`src/rtl/wdrf_pkg.sv`:
```
// Shared constants and types for the protected watchdog register front end.
// Assumes a 16-byte window addressed by a 4-bit byte offset.
package wdrf_pkg;

    localparam int WIN_AW = 4;

    // Offsets within the window that carry behaviour.
    localparam logic [WIN_AW-1:0] OFS_PRE_STEP = 4'h4;
    localparam logic [WIN_AW-1:0] OFS_KICK     = 4'hC;

    // Key values for the unlock sequence.
    localparam int KEY_OPEN = 'h80;
    localparam int KEY_ARM  = 'h86;

    // Kick register bit positions.
    localparam int KICK_RELOAD_BIT = 8;
    localparam int KICK_CLR_BIT_A  = 9;
    localparam int KICK_CLR_BIT_B  = 12;
    localparam int FLAG_READ_VAL   = 'h1200;

    // Configuration byte bit positions.
    localparam int CFG_NOBOOT_BIT = 5;
    localparam int CFG_FAST_BIT   = 2;

    // Lock byte bit positions.
    localparam int LCK_LOCK_BIT = 0;
    localparam int LCK_EN_BIT   = 1;
    localparam int LCK_FREE_BIT = 2;

    typedef enum logic [1:0] {
        ULK_IDLE  = 2'd0,
        ULK_STEP1 = 2'd1,
        ULK_ARMED = 2'd2
    } ulk_state_t;

endpackage

```
`src/rtl/wdrf_unlock.sv`:
```
// Key-sequence tracker. It grants one protected window write after the
// two key writes. Assumes each write strobe lasts one cycle.
module wdrf_unlock
    import wdrf_pkg::*;
#(
    parameter int DATA_W = 32
) (
    input  logic              clk,
    input  logic              rst_n,
    input  logic              we,
    input  logic [WIN_AW-1:0] addr,
    input  logic [DATA_W-1:0] wdata,
    output ulk_state_t        state,
    output logic              grant
);

    logic key_open;
    logic key_arm;

    // Decode the key writes and the single protected grant.
    always_comb begin
        key_open = we && (addr == OFS_KICK) && (wdata == DATA_W'(KEY_OPEN));
        key_arm  = we && (addr == OFS_KICK) && (wdata == DATA_W'(KEY_ARM))
                   && (state == ULK_STEP1);
        grant    = we && (state == ULK_ARMED) && !key_open;
    end

    // Step the sequence; a granted write returns it to idle.
    always_ff @(posedge clk) begin
        if (!rst_n)        state <= ULK_IDLE;
        else if (key_open) state <= ULK_STEP1;
        else if (key_arm)  state <= ULK_ARMED;
        else if (grant)    state <= ULK_IDLE;
    end

endmodule

```
`src/rtl/wdrf_mmio.sv`:
```
// Protected window registers: stage preloads, kick pulses and read-back.
// Assumes grant is high only for the one write allowed after a key sequence.
module wdrf_mmio
    import wdrf_pkg::*;
#(
    parameter int DATA_W  = 32,
    parameter int PRE_W   = 20,
    parameter int NUM_STG = 2
) (
    input  logic                     clk,
    input  logic                     rst_n,
    input  logic                     grant,
    input  logic [WIN_AW-1:0]        addr,
    input  logic [DATA_W-1:0]        wdata,
    input  logic                     prev_tmo,
    output logic [NUM_STG*PRE_W-1:0] preload_flat,
    output logic                     reload,
    output logic                     flag_clr,
    output logic [DATA_W-1:0]        rdata
);

    logic kick_hit;
    logic unused_bits;

    assign kick_hit    = grant && (addr == OFS_KICK);
    assign unused_bits = ^wdata;

    for (genvar g = 0; g < NUM_STG; g++) begin : g_stage
        localparam logic [WIN_AW-1:0] STG_OFS = WIN_AW'(g * OFS_PRE_STEP);
        // Hold one stage preload; a protected write keeps the low bits only.
        always_ff @(posedge clk) begin
            if (!rst_n)
                preload_flat[g*PRE_W +: PRE_W] <= '1;
            else if (grant && (addr == STG_OFS))
                preload_flat[g*PRE_W +: PRE_W] <= wdata[PRE_W-1:0];
        end
    end

    // Turn a granted kick write into one-cycle reload and flag-clear pulses.
    always_ff @(posedge clk) begin
        if (!rst_n) begin
            reload   <= 1'b0;
            flag_clr <= 1'b0;
        end else begin
            reload   <= kick_hit && wdata[KICK_RELOAD_BIT];
            flag_clr <= kick_hit && (wdata[KICK_CLR_BIT_A] || wdata[KICK_CLR_BIT_B]);
        end
    end

    // Read-back: only the kick offset reports the earlier-timeout flag.
    always_comb begin
        rdata = '0;
        if ((addr == OFS_KICK) && prev_tmo) rdata = DATA_W'(FLAG_READ_VAL);
    end

endmodule

```
`src/rtl/wdrf_ctl.sv`:
```
// Configuration and lock bytes. Once lock is set, the lock byte is frozen
// until reset. Assumes creg_sel is stable while creg_we is high.
module wdrf_ctl
    import wdrf_pkg::*;
#(
    parameter int CREG_W = 8
) (
    input  logic              clk,
    input  logic              rst_n,
    input  logic              we,
    input  logic              sel,
    input  logic [CREG_W-1:0] wdata,
    output logic              lock_q,
    output logic              enable,
    output logic              free_run,
    output logic              reboot_en,
    output logic              fast_clk,
    output logic [1:0]        int_type,
    output logic [CREG_W-1:0] rdata
);

    logic unused_bits;
    assign unused_bits = ^wdata;

    // Configuration byte: reboot, clock scale and interrupt type.
    always_ff @(posedge clk) begin
        if (!rst_n) begin
            reboot_en <= 1'b1;
            fast_clk  <= 1'b0;
            int_type  <= 2'd0;
        end else if (we && !sel) begin
            reboot_en <= !wdata[CFG_NOBOOT_BIT];
            fast_clk  <= wdata[CFG_FAST_BIT];
            int_type  <= wdata[1:0];
        end
    end

    // Lock byte: writable only while lock is clear.
    always_ff @(posedge clk) begin
        if (!rst_n) begin
            lock_q   <= 1'b0;
            enable   <= 1'b0;
            free_run <= 1'b0;
        end else if (we && sel && !lock_q) begin
            lock_q   <= wdata[LCK_LOCK_BIT];
            enable   <= wdata[LCK_EN_BIT];
            free_run <= wdata[LCK_FREE_BIT];
        end
    end

    // Read back the selected byte with the fields in their write positions.
    always_comb begin
        rdata = '0;
        if (sel) begin
            rdata[LCK_LOCK_BIT] = lock_q;
            rdata[LCK_EN_BIT]   = enable;
            rdata[LCK_FREE_BIT] = free_run;
        end else begin
            rdata[CFG_NOBOOT_BIT] = !reboot_en;
            rdata[CFG_FAST_BIT]   = fast_clk;
            rdata[1:0]            = int_type;
        end
    end

endmodule

```
`src/rtl/wdog_regfront.sv`:
```
// Top of the protected watchdog register front end. It ties the key-sequence
// tracker, the window registers and the configuration/lock bytes to the
// countdown-core control outputs. Assumes single-cycle write strobes.
module wdog_regfront
    import wdrf_pkg::*;
#(
    parameter int DATA_W = 32,
    parameter int PRE_W  = 20,
    parameter int CREG_W = 8
) (
    input  logic              clk,
    input  logic              rst_n,
    input  logic              mem_we,
    input  logic [3:0]        mem_addr,
    input  logic [DATA_W-1:0] mem_wdata,
    output logic [DATA_W-1:0] mem_rdata,
    input  logic              creg_we,
    input  logic              creg_sel,
    input  logic [CREG_W-1:0] creg_wdata,
    output logic [CREG_W-1:0] creg_rdata,
    input  logic              prev_tmo,
    output logic              wd_enable,
    output logic              wd_free_run,
    output logic              wd_fast_clk,
    output logic [1:0]        wd_int_type,
    output logic              wd_reboot_en,
    output logic [PRE_W-1:0]  wd_preload1,
    output logic [PRE_W-1:0]  wd_preload2,
    output logic              wd_reload,
    output logic              wd_flag_clr
);

    localparam int NUM_STG = 2;

    ulk_state_t               ulk_st;
    logic                     grant;
    logic                     lock_q;
    logic [NUM_STG*PRE_W-1:0] preload_flat;

    wdrf_unlock #(.DATA_W(DATA_W)) u_unlock (
        .clk   (clk),
        .rst_n (rst_n),
        .we    (mem_we),
        .addr  (mem_addr),
        .wdata (mem_wdata),
        .state (ulk_st),
        .grant (grant)
    );

    wdrf_mmio #(.DATA_W(DATA_W), .PRE_W(PRE_W), .NUM_STG(NUM_STG)) u_mmio (
        .clk          (clk),
        .rst_n        (rst_n),
        .grant        (grant),
        .addr         (mem_addr),
        .wdata        (mem_wdata),
        .prev_tmo     (prev_tmo),
        .preload_flat (preload_flat),
        .reload       (wd_reload),
        .flag_clr     (wd_flag_clr),
        .rdata        (mem_rdata)
    );

    wdrf_ctl #(.CREG_W(CREG_W)) u_ctl (
        .clk       (clk),
        .rst_n     (rst_n),
        .we        (creg_we),
        .sel       (creg_sel),
        .wdata     (creg_wdata),
        .lock_q    (lock_q),
        .enable    (wd_enable),
        .free_run  (wd_free_run),
        .reboot_en (wd_reboot_en),
        .fast_clk  (wd_fast_clk),
        .int_type  (wd_int_type),
        .rdata     (creg_rdata)
    );

    assign wd_preload1 = preload_flat[0 +: PRE_W];
    assign wd_preload2 = preload_flat[PRE_W +: PRE_W];

endmodule

```
`config.mk`:
```
export PLATFORM = sky130hd
export DESIGN_NAME = wdog_regfront
export DESIGN_NICKNAME = d
export VERILOG_FILES = /design/src/rtl/wdrf_pkg.sv /design/src/rtl/wdrf_unlock.sv /design/src/rtl/wdrf_mmio.sv /design/src/rtl/wdrf_ctl.sv /design/src/rtl/wdog_regfront.sv
export SDC_FILE = /design/constraint.sdc
export NUM_CORES = 1
export LEC_CHECK = 0
export ABC_AREA = 0
export BUFFER_PORTS_ARGS = -buffer_cell sky130_fd_sc_hd__buf_2
export CAP_MARGIN = 20
export CELL_PAD_IN_SITES_DETAIL_PLACEMENT = 0
export CELL_PAD_IN_SITES_GLOBAL_PLACEMENT = 1
export CORE_ASPECT_RATIO = 0.5
export CORE_MARGIN = 4
export CORE_UTILIZATION = 29
export CTS_CLUSTER_DIAMETER = 80
export DETAILED_ROUTE_END_ITERATION = 8
export PLACE_DENSITY_LB_ADDON = 0.1
export SLEW_MARGIN = 25
export SYNTH_ARGS = -nofsm -noshare
export SYNTH_HDL_FRONTEND = slang
export SYNTH_SLANG_ARGS = --single-unit
```
`constraint.sdc`:
```
create_clock -name clk -period 1.96 [get_ports clk]
set_clock_uncertainty 0.1 [all_clocks]
set_input_delay 0.098 -clock clk [delete_from_list [all_inputs] [get_ports clk]]
set_output_delay 0.098 -clock clk [all_outputs]
set_load 0.02 [all_outputs]
```
Word level (Yosys, flattened, before mapping)
Index checks and enable logic that the tools add are counted.
{"block": "op_classes", "add_sub_neg": 0, "multipliers": 0, "n_div": 0, "magnitude_cmp": 0, "n_eq_ne": 6, "n_shift": 0, "n_mux": 6, "bitwise_logic": 1, "reduce_logical": 25}
{"operator": "32-bit by 8-bit == test with 1-bit output (second input constant)", "count": 2}
{"operator": "1-bit logical AND", "count": 15}
{"operator": "13-bit 2-to-1 mux", "count": 1}
{"operator": "1-bit zero test", "count": 5}
{"operator": "4-bit by 3-bit == test with 1-bit output (second input constant)", "count": 1}
{"operator": "4-bit == test (second input constant)", "count": 1}
{"operator": "4-bit zero test", "count": 1}
{"operator": "2-bit 2-to-1 mux", "count": 2}
{"operator": "3-bit 2-to-1 mux", "count": 1}
{"operator": "3-bit nonzero test", "count": 1}
{"operator": "2-bit by 1-bit == test with 1-bit output (second input constant)", "count": 1}
{"operator": "2-bit == test (second input constant)", "count": 1}
{"operator": "1-bit 2-to-1 mux", "count": 2}
{"operator": "2-bit nonzero test", "count": 1}
{"operator": "2-bit OR reduction", "count": 1}
{"operator": "1-bit logical OR", "count": 1}
{"operator": "1-bit inverter", "count": 1}
{"block": "word_totals", "ff_bits": 51, "latch_bits": 0, "ram_bits": 0, "romBits": 0, "output_inout_bits": 88, "wordCells": 50, "memories": 0}

Longest topological paths before layout
Gate-level depths: netlist of run 1.
{"block": "depth", "word_depth": 8, "ltp_mapped": 5, "mapped_depth_nobuf": 4}

Modules after synthesis
Synthesis of run 1 repeated with hierarchy kept, for this count alone.
{"block": "unflattened", "hier_cells": 271, "hier_area_um2": 2471.1}
{"mod": "wdrf_mmio", "instances": 1, "cells_per_inst": 203, "area_per_inst_um2": 1874.3, "seq_area_each_um2": 840.8}
{"mod": "wdrf_ctl", "instances": 1, "cells_per_inst": 37, "area_per_inst_um2": 359.1, "seq_area_each_um2": 140.1}
{"mod": "wdrf_unlock", "instances": 1, "cells_per_inst": 31, "area_per_inst_um2": 237.7, "seq_area_each_um2": 40.0}

Worst setup path before layout of run 1
OpenSTA, ideal clock, no wires.
{"block": "synth_timing", "kind": "in2reg", "startpoint": "input port mem_wdata[22]", "endpoint": "register u_unlock.state[0]", "setup_ps": 117, "arrival_ps": 1219, "required_time_ps": 1743, "setup_slack_ps": 524, "cell_stages": 4, "n_path_buf": 0, "path_cell_list": "nor4_1 -> nand3_1 -> or4_1 -> a22o_1"}
{"block": "synth_via", "elab_chain_cells": 5}
{"element": "from (decl)", "line_no": "wdog_regfront.sv:15", "rtl": "input logic [DATA_W-1:0] mem_wdata,"}
{"element": "32-bit by 8-bit == test with 1-bit output (on tied branches)", "line_no": "wdrf_unlock.sv:23, wdrf_unlock.sv:22"}
{"element": "1-bit logical AND (on tied branches)", "line_no": "wdrf_unlock.sv:23, wdrf_unlock.sv:22"}
{"element": "1-bit logical AND or 1-bit zero test (tied branches)", "line_no": "wdrf_unlock.sv:24, wdrf_unlock.sv:25"}
{"element": "2-bit 2-to-1 mux or 1-bit logical AND (tied branches)", "line_no": "wdrf_unlock.sv:32, wdrf_unlock.sv:25"}
{"element": "1-bit 2-to-1 mux or 3-bit nonzero test (tied branches)"}
{"element": "to (signal assigned)", "line_no": "wdrf_unlock.sv:31", "rtl": "else if (key_open) state <= ULK_STEP1;"}
{"element": "to (signal assigned)", "line_no": "wdrf_unlock.sv:32", "rtl": "else if (key_arm) state <= ULK_ARMED;"}
{"element": "to (signal assigned)", "line_no": "wdrf_unlock.sv:33", "rtl": "else if (grant) state <= ULK_IDLE;"}
{"element": "to (decl)", "line_no": "wdrf_unlock.sv:13", "rtl": "output ulk_state_t state,"}
Parallel ways exist; a longest one is shown, timed or not.
A chain may end at the register's enable or synchronous reset.

Worst setup path in the final report of run 1
{"block": "layout_timing", "startpoint": "input port mem_wdata[9]", "endpoint": "register u_unlock.state[0]"}
Same word-level chain as after synthesis.

==> impl_metrics.toml, run 1 <==
[synth]
synth_cell_types = 29
synth.area.top_cells = "dfxtp_1, nand2_1, buf_4"
ys_seq_elements = 51
ys_seq_area_share_pct = 46.18
syn_area_mm2 = 0.002211
synth_top_area_share_pct = 46.18
synthMuxAreaShare_pct = 3.792
yosys.area_share.adder_pct = 0
synth_warnings = 0
synth-simple-area-share_pct = 33.28
postSynthAreaPerCell_um2 = 8.010
synth_compound_area_share_pct = 1.811
synth_xor_area_share_pct = 0
syn_inst = 276
yosys.area.top_type = "dfxtp_1"
synth_top_family_by_area = "simple AND/OR/NAND/NOR gates"

[setup_path]
crit_family = "simple AND/OR/NAND/NOR gates"
critical_path.slowest_cell = "dlygate4sd3_1"
cpPeakStageDelay_ps = 550
crit_chain = "dlygate4sd3_1 -> buf_2 -> nor4_1 -> nand4_1 -> or4_4 -> a22o_1"
cp.arrival_ps = 2000
critPathKind = "input pin to flip-flop"
path_max_fanout = 4
cp.required_ps = 2040
end_kind = "flip-flop"
r2r-end = "u_mmio.preload_flat[29]$_SDFFE_PN1P_"
r2r-start = "u_unlock.state[0]$_SDFFE_PN0P_"
crit_buf_inv = 2
reg2regPathDepth = 4
rrSetupSlack_ps = 240
start_kind = "input pin"

[die]
dieArea_mm2 = 0.009169
die_w_um = 131.5
initial_core_util_pct = 29.97
rows = 22
die_h_um = 69.74
top_level_ports = 138
core_area_mm2 = 0.007377

[sta]
finalCritPeriodShare_pct = 97.55
timing.final.hold_violations = 0
slew_headroom_pct = 46.94
setup_viol = 0
post-route-min-period_ps = 1912
tightest_slew_ps = 795.9
tns_ps = 0
setup_slack_ps = 48.05
maxSlewViolCount = 0
max_freq_mhz = 523.0
grt_setup_unrepaired = "no"

[finish]
final_common_cell = "buf_2"
layout.cells.non_filler = 495
n_antenna_cell = 0
finalNetCount = 448
area_delta_synth_final_pct = 40.07
layout-drive-gt1-share_pct = 29.57
final_cell_mix = "buf_2, nand2_1, dfxtp_1"
final_area_mm2 = 0.003097

[routing]
first_iter_violations = 80
drt-wirelength-per-cell_um = 13.23
wl_um = 6550
vias_per_cell = 4.345
firstDrtPassIters = 4
antenna_left = 0
drc = 0
dr_total_vias = 2151

[min_path]
hold_end = "u_ctl.lock_q$_SDFFE_PN0P_"
hp-class = "input pin to flip-flop"
hp-start = "creg_sel"
whs_path_depth = 3

[pwr]
p_leak_nw = 1.558
power.density_mw_per_mm2 = 706.5
ir_drop_mv = 0.3470

[placed_design]
finalWeightedCongestion = 0.7199
place_ws_ps = 138.1
dpl-instance-area_mm2 = 0.002691
io_buffers = 99
dpl.cell_count = 462
dp_hpwl_um = 4853

[global_route]
gr-total-overflow = 0
grt_use_total_pct = 14.62
grt_max_degree = 29
grt_antenna_before_repair = 0
grt_pass1_vias = 2216
grt_util_met2_pct = 23.50
grtUsageMet1_pct = 18.88
met3_usage_pct = 5.072
top_usage_layer = "met2"
grt_first_pass_wirelength_um = 10870

[cts]
post_cts_buffers = 0
cts_buffers = 5
max-clock-path-buffers = 2
h-tree-depth = 2
root_buffer = "clkbuf_16"
path_clk_slew_ps = 60
cts_sinks = 51
clk_latency_ps = 290
cts_tree = "built"

[flow_run]
drv_cap = 0

[run_status]
outcome = "finished clean"
==> power by group <==
group | total, mW | switching [mW] | internal (mW)
Sequential | 1.05 | 0.00553 | 1.04
Combinational | 0.243 | 0.149 | 0.0937
Clock | 0.897 | 0.411 | 0.485
==> final cells by class <==
type                            instances  area, µm²
Sequential cell                        51       1021
Inverter                                2      7.507
Tap cell                               96      120.1
Fill cell                             794       4280
Clock inverter                          3      26.28
Clock buffer                            5      125.1
Timing Repair Buffer                  132      805.8
Multi-Input combinational cell        206      991.0
==> worst register-to-register path, stage by stage, from the launching register on <==
cell     delay [ps]
dfxtp_1         330
and3b_1         290
and3_1          700
nand2_1         130
nand3_1         110
==> synthesized netlist by cell type <==
cell type	count
nand2_1	82
dfxtp_1	51
nand3_1	43
buf_4	35
clkbuf_1	15
nor2_1	8
nor4_1	7
mux2i_1	5
mux2_1	3
nor3_1	3
and2_1	2
and3b_1	2
inv_1	2
nand3b_1	2
nor4b_1	2
a211oi_2	1
a22o_1	1
a31oi_1	1
and3_1	1
and4bb_1	1
conb_1	1
nand2b_1	1
nand4_1	1
nand4b_1	1
nor3b_1	1
o211ai_1	1
o21ai_0	1
or2_2	1
or4_1	1
==> how the worst max path moves through the flow <==
stage / from / end / slack [ps] / cells past startpoint
global placement: mem_wdata[15] / u_unlock.state[0]$_SDFFE_PN0P_ / 160 / 5
finish: mem_wdata[9] / u_unlock.state[0]$_SDFFE_PN0P_ / 50 / 6
detailed placement: mem_wdata[15] / u_unlock.state[0]$_SDFFE_PN0P_ / 140 / 5
CTS: mem_wdata[8] / u_unlock.state[0]$_SDFFE_PN0P_ / 20 / 6
floorplan: mem_wdata[22] / u_unlock.state[0]$_SDFFE_PN0P_ / 520 / 4
global route: mem_wdata[9] / u_unlock.state[0]$_SDFFE_PN0P_ / 10 / 6
==> sequential cells by signal, indices dropped and copies added, names as in the netlist <==
| register | flops |
|---|---|
| u_ctl.enable | 1 |
| u_ctl.fast_clk | 1 |
| u_ctl.free_run | 1 |
| u_ctl.int_type | 2 |
| u_ctl.lock_q | 1 |
| u_ctl.reboot_en | 1 |
| u_mmio.flag_clr | 1 |
| u_mmio.preload_flat | 40 |
| u_mmio.reload | 1 |
| u_unlock.state | 2 |
==> routing by layer <==
| metal | routed length (µm) | share of wire (%) | vias to the layer above |
|---|---|---|---|
| met1 | 3038 | 46 | 957 |
| met3 | 606 | 9.3 | 6 |
| li1 | - | - | 1096 |
| met5 | 0 | 0 | - |
| met4 | 55 | 0.84 | 0 |
| met2 | 2850 | 44 | 92 |
==> through the flow <==
step | utilization, % | hold WS (ps) | total power, mW
after floorplan | - | 122.0 | 1.239
after CTS | 41.93 | 66.90 | 2.214
after global routing | 41.98 | 122.6 | 2.289
final | 41.98 | 69.94 | 2.188
after detailed placement | 36.48 | 233.9 | 1.274
after global placement | 36.48 | 218.4 | 1.272
==> logic make-up (layout without fill, tap and decap cells) <==
logic type | count (synthesis) | after routing
AOI/OAI and AO/OA | 5 | 5
muxes | 8 | 8
and+or+nand+nor | 159 | 159
other | 1 | 34
DFF | 51 | 51
buffers and inverters | 52 | 142
==> timing repair <==
action | 4_1_cts | 5_1_grt
gates resized for setup | 0 | 1
endpoints found under the hold margin | 44 | 0
endpoints found under the setup margin | 0 | 1
hold buffers | 25 | 0
(Power assumes the default switching activity.)
==> run 2, diff against run 1 <==
--- a/config.mk
+++ b/config.mk
@@ -11,7 +11,6 @@
 export CELL_PAD_IN_SITES_DETAIL_PLACEMENT = 0
 export CELL_PAD_IN_SITES_GLOBAL_PLACEMENT = 1
 export CORE_ASPECT_RATIO = 0.5
-export CORE_MARGIN = 4
 export CORE_UTILIZATION = 29
 export CTS_CLUSTER_DIAMETER = 80
 export DETAILED_ROUTE_END_ITERATION = 8
==> run 2 against run 1 <==
The run now ends with design-rule violations left. Non-clock buffer count decreased by 1. Sequential share of layout area decreased by 0.20 points. Critical path depth unchanged. Routed wire length decreased by 6.6%. Maximum frequency increased by 1.8%. Clock-buffer cell count increased by 1. Cell count decreased by 0.20%. Sequential cell count unchanged. Utilization increased by 0.41 points. Highest routed layer unchanged.
==> impl_metrics.toml, run 2 (same netlist as run 1, synthesis figures left out) <==
[run_status]
outcome = "finished, violations left"
violations = "design-rule violations"

[routing]
drc = 7
firstDrtPassIters = 6
dr_total_vias = 2171
wl_um = 6118
antenna_left = 0
first_iter_violations = 97
vias_per_cell = 4.395
drt-wirelength-per-cell_um = 12.38

[die]
die_h_um = 63.74
dieArea_mm2 = 0.007998
rows = 22
die_w_um = 125.5
core_area_mm2 = 0.007350
initial_core_util_pct = 30.08
top_level_ports = 138

[sta]
timing.final.hold_violations = 0
post-route-min-period_ps = 1878
slew_headroom_pct = 48.85
maxSlewViolCount = 0
finalCritPeriodShare_pct = 95.82
max_freq_mhz = 532.4
setup_viol = 0
setup_slack_ps = 81.86
tightest_slew_ps = 767.2

[pwr]
p_leak_nw = 1.567
ir_drop_mv = 0.4584
power.density_mw_per_mm2 = 738.9
power_mw = 2.302

[cts]
max-clock-path-buffers = 2
cts_buffers = 5
cts_sinks = 51
h-tree-depth = 2
cts_tree = "built"
path_clk_slew_ps = 60
clk_latency_ps = 290
post_cts_buffers = 0
root_buffer = "clkbuf_16"

[global_route]
grt_max_degree = 28
grt_antenna_before_repair = 0
grt_first_pass_wirelength_um = 10170
grt_use_total_pct = 16.28
grt_pass1_vias = 2083
gr-total-overflow = 0

[setup_path]
critPathKind = "input pin to flip-flop"
r2r-end = "u_mmio.preload_flat[26]$_SDFFE_PN1P_"
cp.required_ps = 2040
cp.arrival_ps = 1960
critical_path.slowest_cell = "dlygate4sd3_1"
crit_buf_inv = 2
cpPeakStageDelay_ps = 540
reg2regPathDepth = 4
crit_chain = "dlygate4sd3_1 -> buf_2 -> nor4_1 -> nand2_1 -> or4_4 -> a22o_1"
start_kind = "input pin"
r2r-start = "u_unlock.state[0]$_SDFFE_PN0P_"
crit_family = "simple AND/OR/NAND/NOR gates"
path_max_fanout = 3
end_kind = "flip-flop"
rrSetupSlack_ps = 250

[min_path]
hp-start = "mem_wdata[7]"
hp-class = "input pin to flip-flop"
hold_end = "u_mmio.preload_flat[27]$_SDFFE_PN1P_"
whs_path_depth = 3

[finish]
layout.cells.non_filler = 494
area_delta_synth_final_pct = 40.92
layout-drive-gt1-share_pct = 29.90
final_cell_mix = "buf_2, nand2_1, dfxtp_1"
n_antenna_cell = 0
fillers = 745
largest_reg_flops = 40
reg.largest.list = "u_mmio.preload_flat x40, u_ctl.int_type x2, u_unlock.state x2"
final_area_mm2 = 0.003115
finalNetCount = 447
regMostFlops = "u_mmio.preload_flat"
final_util_pct = 42.39
final_common_cell = "buf_2"

[placed_design]
place_ws_ps = 121.4
finalWeightedCongestion = 0.7536
io_buffers = 99
dpl-instance-area_mm2 = 0.002691
dp_hpwl_um = 4468
dpl.cell_count = 462

[flow_run]
drv_cap = 0
## run 2: power by group
| group | leakage [nW] | internal, mW | switching, mW | total (mW) |
|---|---|---|---|---|
| combinational | 1.07 | 0.0926 | 0.148 | 0.241 |
| clock | 0.0868 | 0.635 | 0.377 | 1.01 |
| sequential | 0.413 | 1.04 | 0.00555 | 1.05 |
| total | 1.57 | 1.77 | 0.531 | 2.30 |
## run 2: repair_timing
| action | CTS | global route |
|---|---|---|
| endpoints found under the setup margin | 0 | 2 |
| endpoints found under the hold margin | 41 | 0 |
| gates resized for setup | 0 | 2 |
| hold buffers | 24 | 0 |
## run 2: worst max path at each step
stage                  start                        endpoint  slack (ps)  depth (start not counted)
2_1_floorplan  mem_wdata[22]  u_unlock.state[0]$_SDFFE_PN0P_         520                          4
3_3_place_gp   mem_wdata[15]  u_unlock.state[0]$_SDFFE_PN0P_         150                          5
3_5_place_dp   mem_wdata[15]  u_unlock.state[0]$_SDFFE_PN0P_         120                          5
4_1_cts         mem_wdata[8]  u_unlock.state[0]$_SDFFE_PN0P_          20                          6
5_1_grt         mem_wdata[8]  u_unlock.state[0]$_SDFFE_PN0P_         -30                          6
6_report        mem_wdata[4]  u_unlock.state[0]$_SDFFE_PN0P_          80                          6
## run 2: final cells by class
cell class	instances	area, µm²	area share [%]
inverters	2	7.507	0.2410
repair buffers	131	795.8	25.54
flip-flops and latches	51	1021	32.77
clock inverters	2	35.03	1.124
multi-input cells	206	997.2	32.01
clock buffers	6	138.9	4.458
well taps	96	120.1	3.855
## run 2: through the flow
stage | hold slack, ps | TNS (ps)
2_1_floorplan | 122.0 | 0
3_3_place_gp | 221.9 | 0
3_5_place_dp | 230.9 | 0
4_1_cts | 11.86 | 0
5_1_grt | 41.09 | -34.46
6_report | 20.73 | 0
## run 2: layer usage
metal	share of wire [%]	global-route usage, %
met1	48	20.92
met4	1.3	5.030
met3	7.2	4.858
met5	0	0
met2	44	26.39
## run 2: worst register-to-register path: cells and delay by family, from the launching register on
| family | cells | cell delay [ps] |
|---|---|---|
| flops | 1 | 330 |
| simple gates | 4 | 1220 |
